[src/rtl/dpwm_pkg.sv]
package dpwm_pkg;

   typedef enum logic [1:0] {
      DM_OFF = 2'd0,
      DM_F16 = 2'd1,
      DM_F32 = 2'd2,
      DM_F64 = 2'd3
   } dmode_e;

   localparam int FRAC_W = 6;

   function automatic logic [FRAC_W-1:0] frac_mask(input dmode_e m);
      case (m)
         DM_F16:  frac_mask = 6'h0F;
         DM_F32:  frac_mask = 6'h1F;
         DM_F64:  frac_mask = 6'h3F;
         default: frac_mask = 6'h00;
      endcase
   endfunction

endpackage

[src/rtl/dpwm_split.sv]
module dpwm_split
   import dpwm_pkg::*;
#(
   parameter int W = 16
) (
   input  logic [W-1:0]      word_i,
   input  dmode_e            mode_i,
   output logic [W-1:0]      int_o,
   output logic [FRAC_W-1:0] frac_o
);
   always_comb begin
      case (mode_i)
         DM_F16: begin
            int_o  = word_i >> 4;
            frac_o = {2'b00, word_i[3:0]};
         end
         DM_F32: begin
            int_o  = word_i >> 5;
            frac_o = {1'b0, word_i[4:0]};
         end
         DM_F64: begin
            int_o  = word_i >> 6;
            frac_o = word_i[5:0];
         end
         default: begin
            int_o  = word_i;
            frac_o = '0;
         end
      endcase
   end
endmodule

[src/rtl/dpwm_extra.sv]
module dpwm_extra
   import dpwm_pkg::*;
(
   input  dmode_e            mode_i,
   input  logic [FRAC_W-1:0] frac_i,
   input  logic [FRAC_W-1:0] idx_i,
   output logic              extra_o
);
   localparam int PW = 2 * FRAC_W;

   logic [PW-1:0]     prod;
   logic [FRAC_W-1:0] mask;
   logic [FRAC_W:0]   sum;

   always_comb begin
      mask    = frac_mask(mode_i);
      prod    = {{FRAC_W{1'b0}}, idx_i} * {{FRAC_W{1'b0}}, frac_i};
      sum     = {1'b0, prod[FRAC_W-1:0] & mask} + {1'b0, frac_i};
      extra_o = (mode_i != DM_OFF) && (sum > {1'b0, mask});
   end
endmodule

[src/rtl/dpwm_frame.sv]
module dpwm_frame
   import dpwm_pkg::*;
(
   input  logic              clk,
   input  logic              rst_n,
   input  dmode_e            mode_i,
   input  logic              step_i,
   input  logic              clear_i,
   output logic [FRAC_W-1:0] idx_o
);
   logic [FRAC_W-1:0] mask;
   assign mask = frac_mask(mode_i);

   always_ff @(posedge clk) begin
      if (!rst_n)
         idx_o <= '0;
      else if (step_i) begin
         if (clear_i || idx_o >= mask)
            idx_o <= '0;
         else
            idx_o <= idx_o + 1'b1;
      end
   end

   // index never leaves 0..N-1 of the active mode
   p_idx_range_r8: assert property (@(posedge clk) disable iff (!rst_n)
      idx_o <= frac_mask(mode_i));

   // a mode change at a cycle end restarts the frame
   p_idx_clear_r8: assert property (@(posedge clk) disable iff (!rst_n)
      (step_i && clear_i) |=> idx_o == '0);
endmodule

[src/rtl/dither_pwm.sv]
module dither_pwm
   import dpwm_pkg::*;
#(
   parameter int CNT_W = 16
) (
   input  logic             clk,
   input  logic             rst_n,
   input  logic [1:0]       mode_i,
   input  logic [CNT_W-1:0] per_i,
   input  logic [CNT_W-1:0] cmp_i,
   input  logic             load_i,
   output logic             pwm_o,
   output logic             cyc_end_o
);
   localparam int LANES = 2;   // lane 0: period, lane 1: compare
   localparam int EW    = CNT_W + 1;

   if (CNT_W < 8) begin : g_bad_width
      $error("dither_pwm: CNT_W must be at least 8");
   end

   dmode_e           mode_buf, mode_act;
   logic [CNT_W-1:0] per_buf, cmp_buf, per_act, cmp_act;
   logic [EW-1:0]    cnt_q;
   logic [FRAC_W-1:0] idx;

   logic [CNT_W-1:0]  word_act [LANES];
   logic [CNT_W-1:0]  int_part [LANES];
   logic [FRAC_W-1:0] frac     [LANES];
   logic [LANES-1:0]  extra;

   logic [EW-1:0] top_eff, cmp_eff;
   logic          wrap;

   assign word_act[0] = per_act;
   assign word_act[1] = cmp_act;

   for (genvar g = 0; g < LANES; g++) begin : g_lane
      dpwm_split #(.W(CNT_W)) u_split (
         .word_i (word_act[g]),
         .mode_i (mode_act),
         .int_o  (int_part[g]),
         .frac_o (frac[g])
      );
      dpwm_extra u_extra (
         .mode_i  (mode_act),
         .frac_i  (frac[g]),
         .idx_i   (idx),
         .extra_o (extra[g])
      );
   end

   assign top_eff = {1'b0, int_part[0]} + {{CNT_W{1'b0}}, extra[0]};
   assign cmp_eff = {1'b0, int_part[1]} + {{CNT_W{1'b0}}, extra[1]};
   assign wrap    = (cnt_q == top_eff);

   dpwm_frame u_frame (
      .clk     (clk),
      .rst_n   (rst_n),
      .mode_i  (mode_act),
      .step_i  (wrap),
      .clear_i (mode_buf != mode_act),
      .idx_o   (idx)
   );

   always_ff @(posedge clk) begin
      if (!rst_n) begin
         mode_buf <= DM_OFF;
         per_buf  <= '0;
         cmp_buf  <= '0;
      end else if (load_i) begin
         mode_buf <= dmode_e'(mode_i);
         per_buf  <= per_i;
         cmp_buf  <= cmp_i;
      end
   end

   always_ff @(posedge clk) begin
      if (!rst_n) begin
         mode_act <= DM_OFF;
         per_act  <= '0;
         cmp_act  <= '0;
         cnt_q    <= '0;
      end else if (wrap) begin
         mode_act <= mode_buf;
         per_act  <= per_buf;
         cmp_act  <= cmp_buf;
         cnt_q    <= '0;
      end else begin
         cnt_q    <= cnt_q + 1'b1;
      end
   end

   assign pwm_o     = (cnt_q < cmp_eff);
   assign cyc_end_o = wrap;

   // counter stays within the effective top of the running cycle
   p_cnt_bound_r5: assert property (@(posedge clk) disable iff (!rst_n)
      cnt_q <= top_eff);

   // working settings only change across a cycle end
   p_hold_r9: assert property (@(posedge clk) disable iff (!rst_n)
      !cyc_end_o |=> ($stable(per_act) && $stable(cmp_act) && $stable(mode_act)));

   // counter restarts after the cycle-end pulse
   p_restart_r10: assert property (@(posedge clk) disable iff (!rst_n)
      cyc_end_o |=> cnt_q == '0);

   // pulse lasts one clock unless the next cycle is one clock long
   p_single_r10: assert property (@(posedge clk) disable iff (!rst_n)
      cyc_end_o |=> (!cyc_end_o || top_eff == '0));
endmodule

[config.mk]
export PLATFORM = sky130hd
export DESIGN_NAME = dither_pwm
export DESIGN_NICKNAME = d
export VERILOG_FILES = /design/src/rtl/dpwm_pkg.sv /design/src/rtl/dpwm_split.sv /design/src/rtl/dpwm_extra.sv /design/src/rtl/dpwm_frame.sv /design/src/rtl/dither_pwm.sv
export SDC_FILE = /design/constraint.sdc
export NUM_CORES = 1
export LEC_CHECK = 0
export BUFFER_PORTS_ARGS = -buffer_cell sky130_fd_sc_hd__buf_2
export CAP_MARGIN = 15
export CORE_ASPECT_RATIO = 2
export CORE_MARGIN = 2
export CORE_UTILIZATION = 45
export CTS_BUF_LIST = sky130_fd_sc_hd__clkbuf_8
export DETAILED_ROUTE_END_ITERATION = 10
export PLACE_DENSITY = 0.67
export SLEW_MARGIN = 20
export SYNTH_ARGS = -nofsm -noshare
export SYNTH_HDL_FRONTEND = slang
export SYNTH_SLANG_ARGS = --single-unit
export TNS_END_PERCENT = 10
[constraint.sdc]
create_clock -name clk -period 11.3 [get_ports clk]
set_input_delay 2.26 -clock clk [delete_from_list [all_inputs] [get_ports clk]]
set_output_delay 2.26 -clock clk [all_outputs]
set_load 0.05 [all_outputs]
==> qor.yml, run 1 <==
floorplan:
  core_area_um2: 15900
  fp.dieArea_um2: 17300
  fp.dieW_um: 94.0
  rows: 65
  start_util_pct: 46.0
  pin_count: 39
  dieHeight_um: 184
synthesis:
  synth_top_flop_cell: "dfxtp_1"
  syn_nets: 925
  yosysSeqAreaShare_pct: 25.0
  synth_async_sr_flop_share_pct: 0
  syn_inst: 812
  synth_edf_count: 0
  ys_warn_count: 0
  ys_seq_elements: 91
  syn_avg_cell_area_um2: 8.98
  synthDistinctLibCells: 63
  syn_area_um2: 7300
clock_tree:
  clk_latency_ps: 390
  clockBufferDepth: 2
  cts_tree: "built"
  cts_setup_buffers: 0
  ctsHoldBuffers: 0
  cts_max_level: 3
  numClockSinks: 91
  clockRootBuffer: "clkbuf_8"
  path_clk_slew_ps: 100
  cts_resized: 0
  cts_buffers: 9
routing:
  viasPerCell: 5.71
  vias: 5848
  drtPass1Iterations: 4
  ant_nets: 0
  drt_iter0_markers: 215
  drcViolationCount: 0
  drt-total-wl_um: 17200
  wl_per_cell_um: 16.8
finish:
  final_nets: 931
  drive_gt1_share_pct: 12.3
  seqCellArea_um2: 1820
  fin_cells: 1024
  layout_common_cells: "nand2_1, dfxtp_1, mux2i_1"
  antennaDiodeCount: 0
  n_fill_cell: 1504
  layout_commonest_cell: "nand2_1"
  multi_input_area_um2: 5090
  synthToLayoutAreaGrowth_pct: 5.83
sta:
  fin_skew_ps: 18.3
  timing.final.ws_setup_ps: 1290
  hold_violations: 0
  clock.fmax_ghz: 0.0999
  rsz0062_at_grt: "false"
  fin_tns_setup_ps: 0
  setup_viol: 0
  period_needed_ps: 10010
  max_slew_margin_pct: 31.6
  finalCritPeriodShare_pct: 88.6
  drv_slew: 0
  worst_pin_slew_ps: 1030
placement:
  place_ws_ps: 1700
  placedCellCount: 1008
  gp_congestion: 0.918
  port_buffers: 38
  hpwl_um: 13200
power:
  irDropWorstVdd_uv: 125
  p_per_area_nw_per_um2: 156
  p_leak_nw: 3.30
setup_path:
  r2r_slack_ps: 3110
  end_kind: "output port"
  arrival_ps: 7750
  max_stage_delay_ps: 430
  rr_worst_depth: 29
  cp.required_ps: 9040
  reg2reg_to: "cmp_act[6]"
  startpoint_type: "register"
  cp_max_fo: 20
  worst_path_most_repeated_cell: "ha_1"
  slowest_stage: "fa_1"
  r2r-start: "mode_act[1]"
  criticalPathCategory: "reg2out"
run_status:
  status: "finished, final reports clean"
global_routing:
  grt_busiest_layer: "met2"
  grt_max_degree: 78
  gr-usage-met1_pct: 20.4
  grtUsageTotal_pct: 20.7
  grtUsageMet2_pct: 40.3
  antenna_found_initial: 0
  met3_usage_pct: 2.34
  grt_overflow: 0
  grt_pass1_vias: 5737
  grt_pass1_wl_um: 28200
hold_path:
  worstHoldPathType: "reg2reg"
  min_from: "per_buf[9]"
  min_to: "per_act[9]"
  min_path_cells: 2
run:
  max-cap-violations: 0
[synth_stat cells, types with 4 or more instances]
master	number	share of area (%)
a21o_1	13	1.3
a21oi_1	16	1.1
a31oi_1	4	0.34
and2_1	18	1.5
and3_1	31	2.7
and4_1	6	0.72
buf_2	4	0.27
buf_6	6	0.93
clkbuf_1	32	1.6
dfxtp_1	91	25
fa_1	12	3.3
ha_1	64	11
inv_1	24	1.2
mux2i_1	73	10
mux4_2	20	6.2
nand2_1	121	6.2
nand2b_1	4	0.34
nand3_1	18	1.2
nand4_1	19	1.6
nor2_1	55	2.8
nor2b_1	4	0.34
nor3_1	11	0.75
nor3_2	9	1.2
nor3b_1	6	0.62
nor4_1	4	0.34
o21a_1	9	0.93
o21ai_0	7	0.48
o21bai_1	4	0.41
o22ai_1	4	0.34
xnor2_1	48	5.8
xor2_1	28	3.4
[critical path, delay by kind of cell (launching register included)]
| family | cells | cell delay, ps |
|---|---|---|
| xor+xnor | 5 | 840 |
| flops | 1 | 340 |
| buf+inv | 4 | 760 |
| fa+ha+maj | 10 | 2950 |
| compound gates | 10 | 1660 |
| simple gates | 4 | 830 |
[cell type report]
| type | instances | area share [%] |
|---|---|---|
| Multi-Input combinational cell | 646 | 65.9 |
| Timing Repair Buffer | 44 | 3.05 |
| Clock buffer | 10 | 1.78 |
| Inverter | 26 | 1.26 |
| Clock inverter | 6 | 1.15 |
| Tap cell | 201 | 3.26 |
| Sequential cell | 91 | 23.6 |
[worst max path at each step]
stage / startpoint / end / slack [ps]
after global routing: mode_act[1] / cyc_end_o / 680
after detailed placement: mode_act[1] / cyc_end_o / 1700
final: mode_act[1] / pwm_o / 1290
after CTS: mode_act[1] / pwm_o / 1250
after floorplan: mode_act[1] / pwm_o / 1400
after global placement: mode_act[1] / cyc_end_o / 1770
[flip-flops by register name (all words and copies together), names as in the netlist]
name	count
mode_buf	2
cnt_q	17
per_buf	16
cmp_act	16
mode_act	2
per_act	16
cmp_buf	16
u_frame.idx_o	6
[metal layers]
metal,vias to the layer above,share of wire [%]
met2,124,56
met4,0,5.2
met3,56,2.2
met1,2795,37
li1,2873,-
met5,-,0
[report_power, final]
part	leakage, nW	switching, mW	internal, mW	total (mW)
sequential	0.743	0.0414	0.350	0.392
combinational	2.45	0.326	0.235	0.561
clock	0.114	0.124	0.131	0.255
total	3.30	0.492	0.716	1.21
[logic make-up after synthesis]
group / count (synthesis) / share of synthesized area, %
compound gates: 78 / 7.43
xor+xnor: 76 / 9.12
fa+ha+maj: 76 / 14.3
buf+inv: 75 / 5.32
flops: 91 / 25.0
mux: 94 / 16.3
simple gates: 322 / 22.6
[per-stage QoR]
stage | power, mW | util [%] | cell area, um^2 | hold WS [ps]
6_report | 1.21 | 48.7 | 7720 | 455
5_1_grt | 1.28 | 48.7 | 7720 | 476
4_1_cts | 1.22 | 48.7 | 7720 | 462
3_5_place_dp | 0.964 | 47.3 | 7490 | 453
3_3_place_gp | 0.959 | 47.3 | 7490 | 447
2_1_floorplan | 0.930 | - | 7300 | 437
Power figures use the tool's default switching activity.
==> run 2: changes to the inputs <==
--- a/config.mk
+++ b/config.mk
@@ -9,5 +9,4 @@
 export CAP_MARGIN = 15
 export CORE_ASPECT_RATIO = 2
-export CORE_MARGIN = 2
 export CORE_UTILIZATION = 45
 export CTS_BUF_LIST = sky130_fd_sc_hd__clkbuf_8
==> constraint.sdc (replaced) <==
create_clock -name clk -period 11.3 [get_ports clk]
set_input_delay 2.26 -clock clk [delete_from_list [all_inputs] [get_ports clk]]
set_output_delay 2.26 -clock clk [all_outputs]
set_load 0.1 [all_outputs]
==> qor.yml, run 2 (synthesized netlist as in run 1, its figures left out) <==
clock_tree:
  cts_setup_buffers: 0
  cts_resized: 0
  clockRootBuffer: "clkbuf_8"
  cts_max_level: 3
  clk_latency_ps: 380
  clockBufferDepth: 2
  path_clk_slew_ps: 90
  cts_buffers: 9
  numClockSinks: 91
  ctsHoldBuffers: 0
  cts_tree: "built"
setup_path:
  criticalPathCategory: "reg2out"
  max_stage_delay_ps: 520
  arrival_ps: 7720
  slowest_stage: "fa_1"
  cp_max_fo: 19
  startpoint_type: "register"
  cp.required_ps: 9040
  end_kind: "output port"
  r2r_slack_ps: 3050
  worst_path_most_repeated_cell: "ha_1"
floorplan:
  fp.dieW_um: 92.0
  fp.dieArea_um2: 16800
  dieHeight_um: 182
  pin_count: 39
  rows: 65
  start_util_pct: 46.2
  core_area_um2: 15800
routing:
  ant_nets: 0
  viasPerCell: 5.67
  drtPass1Iterations: 4
  drt-total-wl_um: 16900
  drt_iter0_markers: 208
  drcViolationCount: 0
  wl_per_cell_um: 16.4
  vias: 5814
sta:
  setup_viol: 0
  hold_violations: 0
  worst_pin_slew_ps: 1030
  fin_skew_ps: 12.8
  drv_slew: 0
  rsz0062_at_grt: "false"
  finalCritPeriodShare_pct: 88.3
  clock.fmax_ghz: 0.100
  fin_tns_setup_ps: 0
  period_needed_ps: 9980
  timing.final.ws_setup_ps: 1320
  max_slew_margin_pct: 31.5
placement:
  place_ws_ps: 1740
  placedCellCount: 1010
  hpwl_um: 13000
  port_buffers: 38
  gp_congestion: 0.905
finish:
  largest_reg_flops: 17
  drive_gt1_share_pct: 12.6
  fin_cells: 1026
  antennaDiodeCount: 0
  synthToLayoutAreaGrowth_pct: 6.00
  layout_commonest_cell: "nand2_1"
  largest_register: "cnt_q"
  layout_common_cells: "nand2_1, dfxtp_1, mux2i_1"
  final_nets: 933
  final_util_pct: 49.0
power:
  p_leak_nw: 3.31
  irDropWorstVdd_uv: 158
  p_per_area_nw_per_um2: 161
global_routing:
  grt_pass1_vias: 5707
  grtUsageTotal_pct: 21.3
  grt_pass1_wl_um: 28100
  grt_max_degree: 78
  grt_overflow: 0
  antenna_found_initial: 0
run:
  max-cap-violations: 0
hold_path:
  worstHoldPathType: "reg2reg"
run_status:
  status: "finished, final reports clean"
==> run 2: cell types whose count changed in the layout (fill, tap and decap cells not counted), sizes merged <==
cell	before	now
clkinvlp	1	2
buf	44	46
bufinv	2	1
==> run 2: worst paths after layout <==
path          startpoint           to  depth (start not counted)
max          mode_act[0]        pwm_o                         30
min           per_buf[8]   per_act[8]                          2
max reg2reg  mode_act[1]  mode_act[0]                         29
min reg2reg   per_buf[8]   per_act[8]                          2
==> run 2: metal layers <==
| metal | vias to the layer above | wire length [um] | GRT usage (%) | part of all wire [%] |
|---|---|---|---|---|
| li1 | 2884 | - | - | - |
| met1 | 2789 | 6390 | 21.8 | 38 |
| met2 | 95 | 9410 | 41.0 | 56 |
| met3 | 46 | 311 | 2.42 | 1.8 |
| met4 | 0 | 735 | 11.9 | 4.4 |
| met5 | - | 0 | 0 | 0 |
==> run 2: per-stage QoR <==
stage	area (um^2)	total power, mW	hold slack, ps
floorplan	7300	0.969	437
global placement	7520	1.02	446
detailed placement	7520	1.02	454
CTS	7730	1.25	466
global route	7730	1.32	476
finish	7730	1.24	463
==> run 2: worst max-delay path: cells and delay by family, from the launching register on <==
| kind | cells | cell delay (ps) |
|---|---|---|
| xor+xnor | 5 | 800 |
| fa+ha+maj | 9 | 3080 |
| compound gates | 10 | 1640 |
| buf+inv | 3 | 770 |
| flops | 1 | 330 |
| simple gates | 3 | 710 |
==> run 2: power by group <==
part	internal, mW	switching [mW]	leakage, nW
Combinational	0.252	0.368	2.46
Sequential	0.350	0.0394	0.743
Clock	0.110	0.123	0.0995
==> run 2: area by class of cell <==
cell class                 instances  area, um^2
fill                            1572        8040
multi-input combinational        646        5090
sequential                        91        1820
timing repair buffer              46         265
tap                              201         251
clock buffer                      10         138
inverter                          26        97.6
clock inverter                     6        71.3
==> run 3: changes to the inputs <==
- CTS_BUF_LIST: sky130_fd_sc_hd__clkbuf_8 -> not set
==> qor.yml, run 3 (synthesized netlist as in run 1, its figures left out) <==
floorplan:
  rows: 65
  start_util_pct: 46.2
  pin_count: 39
  fp.dieArea_um2: 16800
  core_area_um2: 15800
  fp.dieW_um: 92.0
  dieHeight_um: 182
global_routing:
  grtUsageTotal_pct: 21.4
  grt_max_degree: 78
  grt_pass1_wl_um: 28100
  grt_pass1_vias: 5742
  grt_overflow: 0
  antenna_found_initial: 0
placement:
  gp_congestion: 0.905
  port_buffers: 38
  place_area_um2: 7520
  hpwl_um: 13000
power:
  p_int_uw: 783
  power_frac_seq_pct: 29.4
  p_leak_nw: 3.35
  p_per_area_nw_per_um2: 169
  p_sw_uw: 544
  swShare_pct: 41.0
  p_comb_share_pct: 46.9
  power_mw: 1.33
  p_clk_share_pct: 23.7
  irDropWorstVdd_uv: 160
setup_path:
  arrival_ps: 7670
  cp-startpoint: "mode_act[1]"
  end_kind: "output port"
  cp.required_ps: 9040
  cp_max_fo: 19
  criticalPathCategory: "reg2out"
  reg2reg_to: "mode_act[0]"
  max_stage_delay_ps: 540
  startpoint_type: "register"
  r2r_slack_ps: 3020
  endpoint: "cyc_end_o"
  rr_worst_depth: 29
  slowest_stage: "fa_1"
  r2r-start: "mode_act[1]"
finish:
  layout_common_cells: "nand2_1, dfxtp_1, mux2i_1"
  final_nets: 933
  largest_register: "cnt_q"
  n_fill_cell: 1560
  post-route-cell-area_um2: 7840
  drive_gt1_share_pct: 12.6
  layout_commonest_cell: "nand2_1"
  synthToLayoutAreaGrowth_pct: 7.39
  antennaDiodeCount: 0
  final_util_pct: 49.7
  largest_reg_flops: 17
clock_tree:
  clk_latency_ps: 360
  ctsHoldBuffers: 0
  cts_max_level: 3
  path_clk_slew_ps: 70
  cts_setup_buffers: 0
  numClockSinks: 91
  cts_resized: 0
  cts_tree: "built"
  cts_buffers: 9
  clockRootBuffer: "clkbuf_16"
  clockBufferDepth: 2
routing:
  viasPerCell: 5.67
  wl_met2_um: 9240
  drt_iter0_markers: 275
  drtPass1Iterations: 4
  drt-total-wl_um: 17000
  drt-met1-wl_um: 6290
  highest_layer: "met4"
  vias: 5814
  wl_met3_um: 503
  ant_nets: 0
  drcViolationCount: 0
  wl_per_cell_um: 16.5
run:
  max-cap-violations: 0
sta:
  finalCritPeriodShare_pct: 87.9
  worst_pin_slew_ps: 1020
  fin_tns_setup_ps: 0
  period_needed_ps: 9930
  fin_skew_ps: 9.94
  setup_viol: 0
  max_slew_margin_pct: 31.8
  hold_violations: 0
  whs_ps: 460
  drv_slew: 0
  rsz0062_at_grt: "false"
  clock.fmax_ghz: 0.101
hold_path:
  worstHoldPathType: "reg2reg"
run_status:
  status: "finished, final reports clean"
[run 3: through the flow]
step,setup WS (ps),instances
global route,827,1026
global placement,1780,1010
CTS,1330,1026
detailed placement,1740,1010
finish,1370,1026
floorplan,629,812
[run 3: critical path: cells and delay by family (launching register included)]
family	cells	cell delay (ps)
fa+ha+maj	8	2930
simple gates	9	2520
xor+xnor	5	820
compound gates	4	490
flops	1	330
buf+inv	2	220
[run 3: power groups by stage]
stage	sequential (mW)	clock (mW)	combinational, mW
after floorplan	0.379	0	0.590
after global placement	0.396	0	0.623
after detailed placement	0.397	0	0.626
after CTS	0.390	0.320	0.632
after global routing	0.395	0.331	0.671
final	0.390	0.314	0.623
[run 3: worst min-delay path by stage]
stage | startpoint | to | slack, ps | cells past startpoint
after floorplan | per_buf[1] | per_act[1] | 440 | 2
after global placement | per_buf[5] | per_act[5] | 450 | 2
after detailed placement | cmp_buf[2] | cmp_act[2] | 450 | 2
after CTS | per_buf[8] | per_act[8] | 460 | 2
after global routing | per_buf[8] | per_act[8] | 470 | 2
final | cmp_buf[12] | cmp_act[12] | 460 | 2
[run 3: per-layer routing]
layer / vias up / track usage [%]
met5: - / 0
met4: 0 / 13.5
met3: 53 / 3.00
met2: 116 / 40.2
met1: 2764 / 21.7
li1: 2881 / -
[run 3: layout make-up]
cell class              instances  area [um^2]  area share (%)
well taps                     201          251            3.21
flip-flops and latches         91         1820            23.3
repair buffers                 46          265            3.39
inverters                      26         97.6            1.25
clock inverters                 6         71.3           0.910
multi-input cells             646         5090            64.9
clock buffers                  10          239            3.05
